$ cat src/rtl/xbus_dec_pkg.sv
package xbus_dec_pkg;
  typedef struct packed {
    logic rd_n;
    logic wr_n;
    logic psen_n;
  } strobe_t;

  function automatic logic any_strobe(input strobe_t s);
    return ~(s.rd_n & s.wr_n & s.psen_n);
  endfunction
endpackage

$ cat src/rtl/xbus_region.sv
module xbus_region #(
  parameter int ADDR_W   = 16,
  parameter int WIN_LOG2 = 11
) (
  input  logic [ADDR_W-1:0] addr,
  output logic              ram_cs_n,
  output logic              flash_cs_n,
  output logic              win_hit
);
  localparam int HI = ADDR_W - 1;

  always_comb begin
    win_hit    = &addr[HI:WIN_LOG2];
    ram_cs_n   = addr[HI];
    flash_cs_n = ~(addr[HI] & ~win_hit);
  end

  always_comb begin
    p_one_region_r4: assert ($countones({~ram_cs_n, ~flash_cs_n, win_hit}) == 1)
      else $error("region decode not exclusive");
  end
endmodule

$ cat src/rtl/xbus_slot.sv
module xbus_slot #(
  parameter int SLOTS     = 8,
  parameter int SLOT_BITS = $clog2(SLOTS)
) (
  input  logic                 win_hit,
  input  logic [SLOT_BITS-1:0] slot,
  output logic [SLOTS-1:0]     sel_n
);
  for (genvar g = 0; g < SLOTS; g++) begin : g_sel
    assign sel_n[g] = ~(win_hit && (slot == SLOT_BITS'(g)));
  end

  always_comb begin
    p_slot_onehot_r3: assert ($onehot0(~sel_n) && (win_hit == (sel_n != '1)))
      else $error("slot select not one-hot");
  end
endmodule

$ cat src/rtl/xbus_lcd.sv
module xbus_lcd
  import xbus_dec_pkg::*;
(
  input  logic    slot_cs_n,
  input  strobe_t stb,
  input  logic    rs_bit,
  input  logic    rw_bit,
  output logic    lcd_rs,
  output logic    lcd_rw,
  output logic    lcd_en
);
  logic all_idle;

  always_comb begin
    all_idle = stb.rd_n & stb.wr_n & stb.psen_n;
    lcd_en   = ~(slot_cs_n | all_idle);
    lcd_rs   = rs_bit;
    lcd_rw   = rw_bit;
  end

  always_comb begin
    p_lcd_quiet_r7: assert (any_strobe(stb) || !lcd_en)
      else $error("lcd enable without strobe");
    p_lcd_slot_r6: assert (!lcd_en || !slot_cs_n)
      else $error("lcd enable outside its slot");
  end
endmodule

$ cat src/rtl/xbus_decoder.sv
module xbus_decoder
  import xbus_dec_pkg::*;
#(
  parameter int ADDR_W         = 16,
  parameter int SLOTS          = 8,
  parameter int SLOT_SIZE_LOG2 = 8,
  parameter int LCD_SLOT       = 7,
  parameter int LCD_RS_BIT     = 0,
  parameter int LCD_RW_BIT     = 1
) (
  input  logic [ADDR_W-1:0] addr,
  input  logic              rd_n,
  input  logic              wr_n,
  input  logic              psen_n,
  output logic              ram_cs_n,
  output logic              flash_cs_n,
  output logic [SLOTS-1:0]  periph_cs_n,
  output logic              mem_oe_n,
  output logic              lcd_rs,
  output logic              lcd_rw,
  output logic              lcd_en
);
  localparam int SLOT_BITS = $clog2(SLOTS);
  localparam int WIN_LOG2  = SLOT_SIZE_LOG2 + SLOT_BITS;

  strobe_t stb;
  logic    win_hit;

  assign stb      = '{rd_n: rd_n, wr_n: wr_n, psen_n: psen_n};
  assign mem_oe_n = stb.rd_n & stb.psen_n;

  xbus_region #(.ADDR_W(ADDR_W), .WIN_LOG2(WIN_LOG2)) u_region (
    .addr      (addr),
    .ram_cs_n  (ram_cs_n),
    .flash_cs_n(flash_cs_n),
    .win_hit   (win_hit)
  );

  xbus_slot #(.SLOTS(SLOTS), .SLOT_BITS(SLOT_BITS)) u_slot (
    .win_hit(win_hit),
    .slot   (addr[WIN_LOG2-1:SLOT_SIZE_LOG2]),
    .sel_n  (periph_cs_n)
  );

  xbus_lcd u_lcd (
    .slot_cs_n(periph_cs_n[LCD_SLOT]),
    .stb      (stb),
    .rs_bit   (addr[LCD_RS_BIT]),
    .rw_bit   (addr[LCD_RW_BIT]),
    .lcd_rs   (lcd_rs),
    .lcd_rw   (lcd_rw),
    .lcd_en   (lcd_en)
  );

  always_comb begin
    p_write_no_oe_r5: assert (!(rd_n && psen_n && !wr_n) || mem_oe_n)
      else $error("write opened memory output enable");
    p_lcd_region_r6: assert (!lcd_en || (ram_cs_n && flash_cs_n))
      else $error("lcd enable with memory selected");
  end
endmodule

$ cat config.mk
export PLATFORM = sky130hd
export DESIGN_NAME = xbus_decoder
export DESIGN_NICKNAME = d
export VERILOG_FILES = /design/src/rtl/xbus_dec_pkg.sv /design/src/rtl/xbus_region.sv /design/src/rtl/xbus_slot.sv /design/src/rtl/xbus_lcd.sv /design/src/rtl/xbus_decoder.sv
export SDC_FILE = /design/constraint.sdc
export NUM_CORES = 1
export LEC_CHECK = 0
export ABC_AREA = 1
export BUFFER_PORTS_ARGS = -buffer_cell sky130_fd_sc_hd__buf_2
export CAP_MARGIN = 40
export CORE_AREA = 2 2 39 41
export DETAILED_ROUTE_END_ITERATION = 12
export DIE_AREA = 0 0 41 43
export PLACE_DENSITY_LB_ADDON = 0.1
export SETUP_SLACK_MARGIN = 0.2
export SLEW_MARGIN = 5
export SYNTH_ARGS = -nofsm -noshare
export SYNTH_HDL_FRONTEND = slang
export SYNTH_SLANG_ARGS = --single-unit
$ cat constraint.sdc
create_clock -name vclk -period 0.8
set_input_delay 0.08 -clock vclk [all_inputs]
set_output_delay 0.08 -clock vclk [all_outputs]
set_load 0.05 [all_outputs]
# Word-level counts from Yosys, hierarchy flattened
# Cells that the tools add are included.
totals:
  inputBits: 19
  elab_cells: 33
  ff_bits: 0
classes:
  eq_ne: 7
  reduce_logical: 10
  n_bitwise: 16
op_table:
  columns: ["op", "n"]
  rows:
  - ["$eq A3 B3 Y1 const B", 4]
  - ["$not A1 Y1", 11]
  - ["$logic_and A1 B1 Y1", 8]
  - ["$eq A3 B2 Y1 const B", 2]
  - ["$reduce_and A5 Y1", 1]
  - ["$and A1 B1 Y1", 4]
  - ["$eq A3 B1 Y1 const B", 1]
  - ["$logic_not A3 Y1", 1]
  - ["$or A1 B1 Y1", 1]

# Longest topological paths before layout
# Gate-level depths: netlist of the first run.
logic_depth:
  depth_word: 5
  depth_mapped: 5

# Modules after synthesis
# Synthesis of the first run repeated with hierarchy kept, for this count alone.
unflattened:
  cells_unflattened: 33
  hier_area_um2: 146.4
modules_own_cells:
  columns: ["module", "area_each_um2", "instances", "cells_per_inst"]
  rows:
  - ["xbus_slot", 73.8, 1, 19]
  - ["xbus_region", 33.8, 1, 6]
  - ["xbus_lcd", 31.3, 1, 6]
  - ["xbus_decoder", 7.5, 1, 2]

# Least setup slack after synthesis of the first run
# Ideal clock, no wire load.
synth_timing:
  path_type: "input to output"
  from: "in addr[11]"
  to: "out lcd_en"
  setup_slack_ns: -0.108
  t_arrival_ns: 0.828
  cell_stages: 4
  cell_sequence: "nand2_1 -> nor2_4 -> nand3_2 -> nor2_2"
synth_via:
  elab_chain_cells: 5
synth_rtl:
  columns: ["item", "line_no", "rtl"]
  rows:
  - ["start: declaration", "xbus_decoder.sv:11", "input logic [ADDR_W-1:0] addr,"]
  - ["$reduce_and A5 Y1", "xbus_region.sv:13", "win_hit = &addr[HI:WIN_LOG2];"]
  - ["$logic_and A1 B1 Y1", "xbus_slot.sv:10", "assign sel_n[g] = ~(win_hit && (slot == SLOT_BITS'(g)));"]
  - ["$not A1 Y1", "xbus_slot.sv:10", null]
  - ["named net u_lcd.slot_cs_n", "xbus_lcd.sv:4", "input logic slot_cs_n,"]
  - ["$or A1 B1 Y1", "xbus_lcd.sv:16", "lcd_en = ~(slot_cs_n | all_idle);"]
  - ["$not A1 Y1", "xbus_lcd.sv:16", null]
  - ["end: declaration", "xbus_decoder.sv:21", "output logic lcd_en"]
# The timed path passes the listed nets, and every way through them passes these cells.

# Worst setup path after layout of the first run
layout_timing:
  from: "in addr[12]"
  to: "out periph_cs_n[3]"
layout_via:
  elab_chain_cells: 3
layout_rtl:
  columns: ["item", "line_no", "rtl"]
  rows:
  - ["$reduce_and A5 Y1", "xbus_region.sv:13", null]
  - ["$logic_and A1 B1 Y1", "xbus_slot.sv:10", null]
  - ["$not A1 Y1", "xbus_slot.sv:10", null]
  - ["end: declaration", "xbus_decoder.sv:17", "output logic [SLOTS-1:0] periph_cs_n,"]
# No other way between the ends.

==> impl_metrics.env, run 1 <==
export IMPL_status="finished, violations left"
export IMPL_violations="negative setup slack"
export IMPL_timing_final_crit_share_pct=107
export IMPL_rows=14
export IMPL_slew_headroom_pct=87.3
export IMPL_endpoint="periph_cs_n[3]"
export IMPL_place_congestion=0.635
export IMPL_route_vias_total=310
export IMPL_crit_required_ns=0.72
export IMPL_drc=0
export IMPL_fmax_mhz=1170
export IMPL_worstSetupStartpoint="addr[12]"
export IMPL_seq_area_frac_synth_pct=0
export IMPL_grt_antenna_before_repair=0
export IMPL_path_max_fanout=3
export IMPL_p_sw_w=0.000108
export IMPL_grt_pass1_wl_um=979
export IMPL_drt_iter0_markers=5
export IMPL_final_common_cell="buf_6"
export IMPL_worst_path_buf_inv=3
export IMPL_rsz0062_at_grt="yes"
export IMPL_yosys_warnings=0
export IMPL_nNetsFinal=81
export IMPL_syn2layout_area_growth_pct=194
export IMPL_power_density_mw_per_mm2=390
export IMPL_fin_ws_ns=-0.0538
export IMPL_comb_power_share_pct=100.0
export IMPL_critical_path_max_stage_delay_ns=0.16
export IMPL_grt_pass1_vias=242
export IMPL_cp_slowest_cell="nor2_4"
export IMPL_crit_chain="buf_6, nand2_4, nor2_4, inv_2, nor2_4, nand2_2, buf_8"
export IMPL_seq_cell_count=0
export IMPL_grt_overflow=0
export IMPL_place_area_um2=365
export IMPL_cap_viol_max_count=0
export IMPL_ant_nets=0
export IMPL_mostFrequentLayoutCells="15 x buf_6, 9 x buf_4, 6 x nor2_1"
export IMPL_final_area_um2=519
export IMPL_p_total_w=0.000202
export IMPL_port_buffers=23
export IMPL_dpl_cell_count=73
export IMPL_critPathKind="input port to output pin"
export IMPL_setup_viol=7
export IMPL_grt_max_degree=6
export IMPL_hold_buffers=0
export IMPL_drt_pass1_iter_count=4
export IMPL_critical_path_top_cell_by_count="nor2_4"
export IMPL_synth_cell_type_count=10
export IMPL_fill_cells=153
export IMPL_post_place_ws_ns=-0.184
export IMPL_ios=33
export IMPL_startpoint_type="input port"
export IMPL_maxSlewViolCount=0
export IMPL_cp_data_arrival_time_ns=0.77
export IMPL_end_kind="output pin"
export IMPL_fin_crit_ns=0.854
export IMPL_initial_core_util_pct=12.7
export IMPL_syn_area_per_cell_um2=5.19
export IMPL_viasPerCell=4.08
export IMPL_dieWidth_um=41
export IMPL_dieArea_mm2=0.00176
export IMPL_diodes=0
export IMPL_crit_family="simple AND/OR/NAND/NOR gates"
export IMPL_clkPwrFrac_pct=0
export IMPL_dpl_hpwl_um=525
export IMPL_min_path_type="input port to output pin"
export IMPL_layout_cells_non_filler=76
export IMPL_core_mm2=0.00138
export IMPL_postSynthCellCount=34
export IMPL_wl_per_cell_um=8.14
export IMPL_min_path_cells=0
export IMPL_power_leakage_nw=0.270
export IMPL_seqCellArea_um2=0
export IMPL_netlist_area_um2=176
export IMPL_nClkBuffers=0
export IMPL_drt_wl_total_um=619
export IMPL_intPower_w=0.0000948
export IMPL_drive_gt1_share_pct=73.3
export IMPL_path_depth=7
export IMPL_ir_drop_mv=0.144
export IMPL_swShare_pct=53.1
export IMPL_worst_pin_slew_ns=0.190
export IMPL_grt_use_total_pct=7.39
export IMPL_finalHoldViolCount=0
export IMPL_syn_num_nets=53
export IMPL_die_h_um=43
export IMPL_p_seq_share_pct=0
==> layer usage <==
layer	track usage, %	vias up	wire length, µm
li1	-	153	-
met1	9.18	139	190
met2	13.8	18	364
met3	0.524	0	64
met4	0	0	0
met5	0	-	0
==> synth_stat cells <==
cell,instances,area share (%)
inv_2,2,4.3
nor2_1,6,13
nand2_2,1,3.5
nand3_2,1,5.7
nor2_4,1,6.4
nor2_2,3,11
buf_4,4,17
inv_1,4,8.5
nand2_1,8,17
nand4_1,4,14
==> layout make-up <==
class,instances,area (µm²),share of cell area (%)
repair buffers,30,287,55.2
multi-input cells,24,190,36.6
inverters,6,22.5,4.34
well taps,16,20.0,3.86
==> cell families (layout without fill, tap and decap cells) <==
| logic type | Yosys count | in the layout | synth area share (%) |
|---|---|---|---|
| buffers and inverters | 10 | 36 | 29.8 |
| and+or+nand+nor | 24 | 24 | 70.2 |
==> power groups by stage <==
stage / Sequential, W / Combinational [W] / Clock, W
after floorplan: 0 / 0.000115 / 0
after CTS: 0 / 0.000202 / 0
final: 0 / 0.000202 / 0
after global routing: 0 / 0.000216 / 0
after global placement: 0 / 0.000156 / 0
after detailed placement: 0 / 0.000156 / 0
==> timing repair <==
item / CTS / global route
endpoints found under the setup margin: 11 / 11
resized for setup: 35 / 2
pin swaps: 4 / 1
buffers inserted: 3 / 0
==> worst min path at each step <==
stage | slack (ns) | from | end
6_report | 0.16 | addr[0] | lcd_rs
3_5_place_dp | 0.16 | addr[0] | lcd_rs
4_1_cts | 0.16 | addr[0] | lcd_rs
2_1_floorplan | 0.25 | addr[15] | flash_cs_n
5_1_grt | 0.16 | addr[0] | lcd_rs
3_3_place_gp | 0.16 | addr[0] | lcd_rs
==> per-stage QoR <==
stage | utilization (%) | hold WS [ns] | setup TNS (ns)
after CTS | 37.3 | 0.161 | -0.262
after detailed placement | 26.4 | 0.161 | -1.12
after global routing | 37.5 | 0.160 | -0.617
after floorplan | - | 0.255 | -0.165
final | 37.5 | 0.160 | -0.141
after global placement | 26.4 | 0.161 | -1.09
(Power assumes the default switching activity.)
==> run 2, diff against run 1 <==
==> constraint.sdc (replaced) <==
create_clock -name vclk -period 0.8
set_input_delay 0.16 -clock vclk [all_inputs]
set_output_delay 0.16 -clock vclk [all_outputs]
set_load 0.05 [all_outputs]
==> impl_metrics.env, run 2 (same netlist as run 1, synthesis figures left out) <==
export IMPL_port_buffers=23
export IMPL_grt_overflow=0
export IMPL_cp_data_arrival_time_ns=0.85
export IMPL_power_leakage_nw=0.283
export IMPL_startpoint_type="input port"
export IMPL_initial_core_util_pct=12.7
export IMPL_final_util_pct=42.0
export IMPL_rows=14
export IMPL_fill_cells=144
export IMPL_nClkBuffers=0
export IMPL_power_density_mw_per_mm2=406
export IMPL_finalHoldViolCount=0
export IMPL_drive_gt1_share_pct=77.4
export IMPL_dieWidth_um=41
export IMPL_nNetsFinal=83
export IMPL_hold_buffers=0
export IMPL_syn2layout_area_growth_pct=229
export IMPL_place_congestion=0.632
export IMPL_path_max_fanout=3
export IMPL_route_vias_total=299
export IMPL_grt_pass1_vias=275
export IMPL_min_path_type="input port to output pin"
export IMPL_end_kind="output pin"
export IMPL_ant_nets=0
export IMPL_maxSlewViolCount=0
export IMPL_fin_hold_ws_ns=0.320
export IMPL_seq_cell_count=0
export IMPL_drc=0
export IMPL_multi_input_area_um2=206
export IMPL_viasPerCell=3.83
export IMPL_top_usage_layer="met2"
export IMPL_ir_drop_mv=0.148
export IMPL_ios=33
export IMPL_cap_viol_max_count=0
export IMPL_status="finished, violations left"
export IMPL_diodes=0
export IMPL_wl_per_cell_um=7.74
export IMPL_drt_iter0_markers=1
export IMPL_drt_pass1_iter_count=4
export IMPL_use_met3_pct=0
export IMPL_dpl_hpwl_um=473
export IMPL_slew_headroom_pct=86.6
export IMPL_grt_use_total_pct=7.49
export IMPL_critPathKind="input port to output pin"
export IMPL_crit_required_ns=0.64
export IMPL_mostFrequentLayoutCells="14 x buf_6, 8 x buf_4, 6 x nor2_1, 6 x buf_8"
export IMPL_grt_pass1_wl_mm=1.02
export IMPL_seqCellArea_um2=0
export IMPL_grt_antenna_before_repair=0
export IMPL_worstSetupStartpoint="addr[12]"
export IMPL_worst_pin_slew_ns=0.201
export IMPL_fmax_mhz=988
export IMPL_gr_usage_met2_pct=13.8
export IMPL_fin_crit_ns=1.01
export IMPL_violations="negative setup slack"
export IMPL_endpoint="lcd_en"
export IMPL_fin_ws_ns=-0.212
export IMPL_final_common_cell="buf_6"
export IMPL_die_h_um=43
export IMPL_p_total_w=0.000236
export IMPL_drt_wl_total_um=604
export IMPL_setup_viol=10
export IMPL_timing_final_crit_share_pct=127
export IMPL_use_met1_pct=9.81
export IMPL_core_mm2=0.00138
export IMPL_grt_max_degree=5
export IMPL_rsz0062_at_grt="yes"
export IMPL_dieArea_mm2=0.00176
==> run 2: changes by cell type in the layout (fill, tap and decap cells not counted), sizes merged <==
cell,before,now
buf,30,32
clkinvlp,0,1
inv,6,5
==> run 2: how the worst min path moves through the flow <==
| stage | from | end | slack (ns) | cells past startpoint |
|---|---|---|---|---|
| 2_1_floorplan | addr[15] | flash_cs_n | 0.41 | 1 |
| 3_3_place_gp | addr[0] | lcd_rs | 0.32 | 0 |
| 3_5_place_dp | addr[0] | lcd_rs | 0.32 | 0 |
| 4_1_cts | addr[0] | lcd_rs | 0.32 | 0 |
| 5_1_grt | addr[1] | lcd_rw | 0.32 | 0 |
| 6_report | addr[0] | lcd_rs | 0.32 | 0 |
==> run 2: final cells by class <==
| cell class | instances | area share, % |
|---|---|---|
| multi-input combinational | 24 | 35.6 |
| inverter | 6 | 4.53 |
| timing repair buffer | 32 | 56.5 |
| tap | 16 | 3.45 |
==> run 2: power by group <==
part | total (W) | switching (W) | internal [W]
clock network | 0 | 0 | 0
logic | 0.000236 | 0.000117 | 0.000119
registers | 0 | 0 | 0
==> run 2: repair_timing <==
action	in CTS	in global routing
gates cloned	0	0
gates resized for setup	45	0
pin swaps	5	1
setup endpoints to repair	12	12
setup buffers	2	0
==> run 2: per-stage QoR <==
stage          area (µm²)  cells  worst slack (ns)  setup TNS, ns
5_1_grt               581     78            -0.265          -2.27
2_1_floorplan         254     34            -0.210          -1.20
4_1_cts               581     78            -0.245          -1.86
3_5_place_dp          408     76            -0.344          -2.78
3_3_place_gp          408     76            -0.345          -2.82
6_report              581     78            -0.212          -1.70
==> run 2: worst max-delay path, stage by stage <==
cell and delay, ns:
buf_6 0.07, nand2_4 0.04, nor2_4 0.12, buf_4 0.13
nand3_4 0.08, nor2_4 0.09, buf_6 0.16
==> run 2: routing by layer <==
layer | vias to the layer above | share of wire [%]
met5 | - | 0
met3 | 0 | 7.9
li1 | 159 | -
met4 | 0 | 0
met1 | 125 | 38
met2 | 15 | 54
==> run 3, diff against run 2 <==
--- a/config.mk
+++ b/config.mk
@@ -12,6 +12,7 @@
 export DETAILED_ROUTE_END_ITERATION = 12
 export DIE_AREA = 0 0 41 43
 export PLACE_DENSITY_LB_ADDON = 0.1
+export RECOVER_POWER = 100
 export SETUP_SLACK_MARGIN = 0.2
 export SLEW_MARGIN = 5
 export SYNTH_ARGS = -nofsm -noshare
==> impl_metrics.env, run 3 (same netlist as run 1, synthesis figures left out) <==
export IMPL_grt_antenna_before_repair=0
export IMPL_nNetsFinal=83
export IMPL_ant_nets=0
export IMPL_place_area_um2=408
export IMPL_cp_data_arrival_time_ns=0.85
export IMPL_syn2layout_area_growth_pct=221
export IMPL_end_kind="output pin"
export IMPL_setup_viol=10
export IMPL_dieWidth_um=41
export IMPL_fin_hold_ws_ns=0.320
export IMPL_violations="negative setup slack"
export IMPL_rows=14
export IMPL_final_common_cell="buf_6"
export IMPL_final_util_pct=40.9
export IMPL_status="finished, violations left"
export IMPL_grt_overflow=0
export IMPL_initial_core_util_pct=12.7
export IMPL_startpoint_type="input port"
export IMPL_diodes=0
export IMPL_drt_wl_total_um=606
export IMPL_use_met3_pct=0
export IMPL_fin_setup_tns_ns=-1.70
export IMPL_slew_headroom_pct=86.6
export IMPL_use_met1_pct=9.81
export IMPL_min_path_type="input port to output pin"
export IMPL_ir_drop_mv=0.143
export IMPL_grt_pass1_vias=275
export IMPL_critPathKind="input port to output pin"
export IMPL_die_h_um=43
export IMPL_cap_viol_max_count=0
export IMPL_grt_use_total_pct=7.49
export IMPL_drc=0
export IMPL_place_congestion=0.632
export IMPL_crit_required_ns=0.64
export IMPL_power_leakage_nw=0.278
export IMPL_drive_gt1_share_pct=77.4
export IMPL_wl_per_cell_um=7.77
export IMPL_gr_usage_met2_pct=13.8
export IMPL_fin_crit_ns=1.01
export IMPL_final_area_um2=566
export IMPL_dpl_cell_count=76
export IMPL_path_max_fanout=3
export IMPL_ios=33
export IMPL_layout_cells_non_filler=78
export IMPL_hold_buffers=0
export IMPL_fin_ws_ns=-0.212
export IMPL_viasPerCell=3.83
export IMPL_timing_final_crit_share_pct=127
export IMPL_dpl_hpwl_um=473
export IMPL_mostFrequentLayoutCells="14 x buf_6, 10 x buf_4, 6 x nor2_1"
export IMPL_drt_pass1_iter_count=4
export IMPL_grt_max_degree=5
export IMPL_top_usage_layer="met2"
export IMPL_finalHoldViolCount=0
export IMPL_port_buffers=23
export IMPL_core_mm2=0.00138
export IMPL_seq_cell_count=0
export IMPL_maxSlewViolCount=0
export IMPL_rsz0062_at_grt="yes"
export IMPL_route_vias_total=299
export IMPL_drt_iter0_markers=1
export IMPL_grt_pass1_wl_mm=1.02
export IMPL_fmax_mhz=988
export IMPL_dieArea_mm2=0.00176
export IMPL_seqCellArea_um2=0
export IMPL_power_density_mw_per_mm2=401
export IMPL_nClkBuffers=0
export IMPL_worst_pin_slew_ns=0.201
## run 3: changes by cell type in the layout (fill, tap and decap cells not counted)
cell	delta
buf_4	+2
buf_8	-2
## run 3: area by class of cell
| cell class | instances | area (µm²) |
|---|---|---|
| fill | 148 | 818 |
| tap | 16 | 20.0 |
| timing repair buffer | 32 | 313 |
| multi-input combinational | 24 | 206 |
| inverter | 6 | 26.3 |
## run 3: report_power, final
part / switching [W] / internal, W / leakage, nW
clock network: 0 / 0 / 0
registers: 0 / 0 / 0
logic: 0.000115 / 0.000111 / 0.278
total: 0.000115 / 0.000111 / 0.278
## run 3: metal layers
| metal | part of all wire [%] | vias to the layer above | wire (µm) |
|---|---|---|---|
| met1 | 37 | 125 | 224 |
| li1 | - | 159 | - |
| met4 | 0 | 0 | 0 |
| met3 | 8.7 | 0 | 53 |
| met2 | 54 | 15 | 328 |
| met5 | 0 | - | 0 |
## run 3: what timing repair did
action,4_1_cts,5_1_grt
pin swaps,5,1
hold endpoints to repair,0,0
resized for setup,45,0
endpoints found under the setup margin,12,12
setup buffers,2,0
## run 3: critical path: stages
cell and delay (ns):
buf_6 0.07, nand2_4 0.04, nor2_4 0.12, buf_4 0.13
nand3_4 0.08, nor2_4 0.09, buf_6 0.16
## run 3: stage by stage
| step | power [W] | worst slack, ns |
|---|---|---|
| 2_1_floorplan | 0.000121 | -0.210 |
| 3_3_place_gp | 0.000178 | -0.345 |
| 3_5_place_dp | 0.000177 | -0.344 |
| 4_1_cts | 0.000238 | -0.245 |
| 5_1_grt | 0.000242 | -0.265 |
| 6_report | 0.000227 | -0.212 |
## run 3: worst paths after layout
check                    end  depth (start not counted)  slack [ns]  startpoint
worst max-delay path  lcd_en                          7       -0.21    addr[12]
worst min-delay path  lcd_rs                          0        0.32     addr[0]
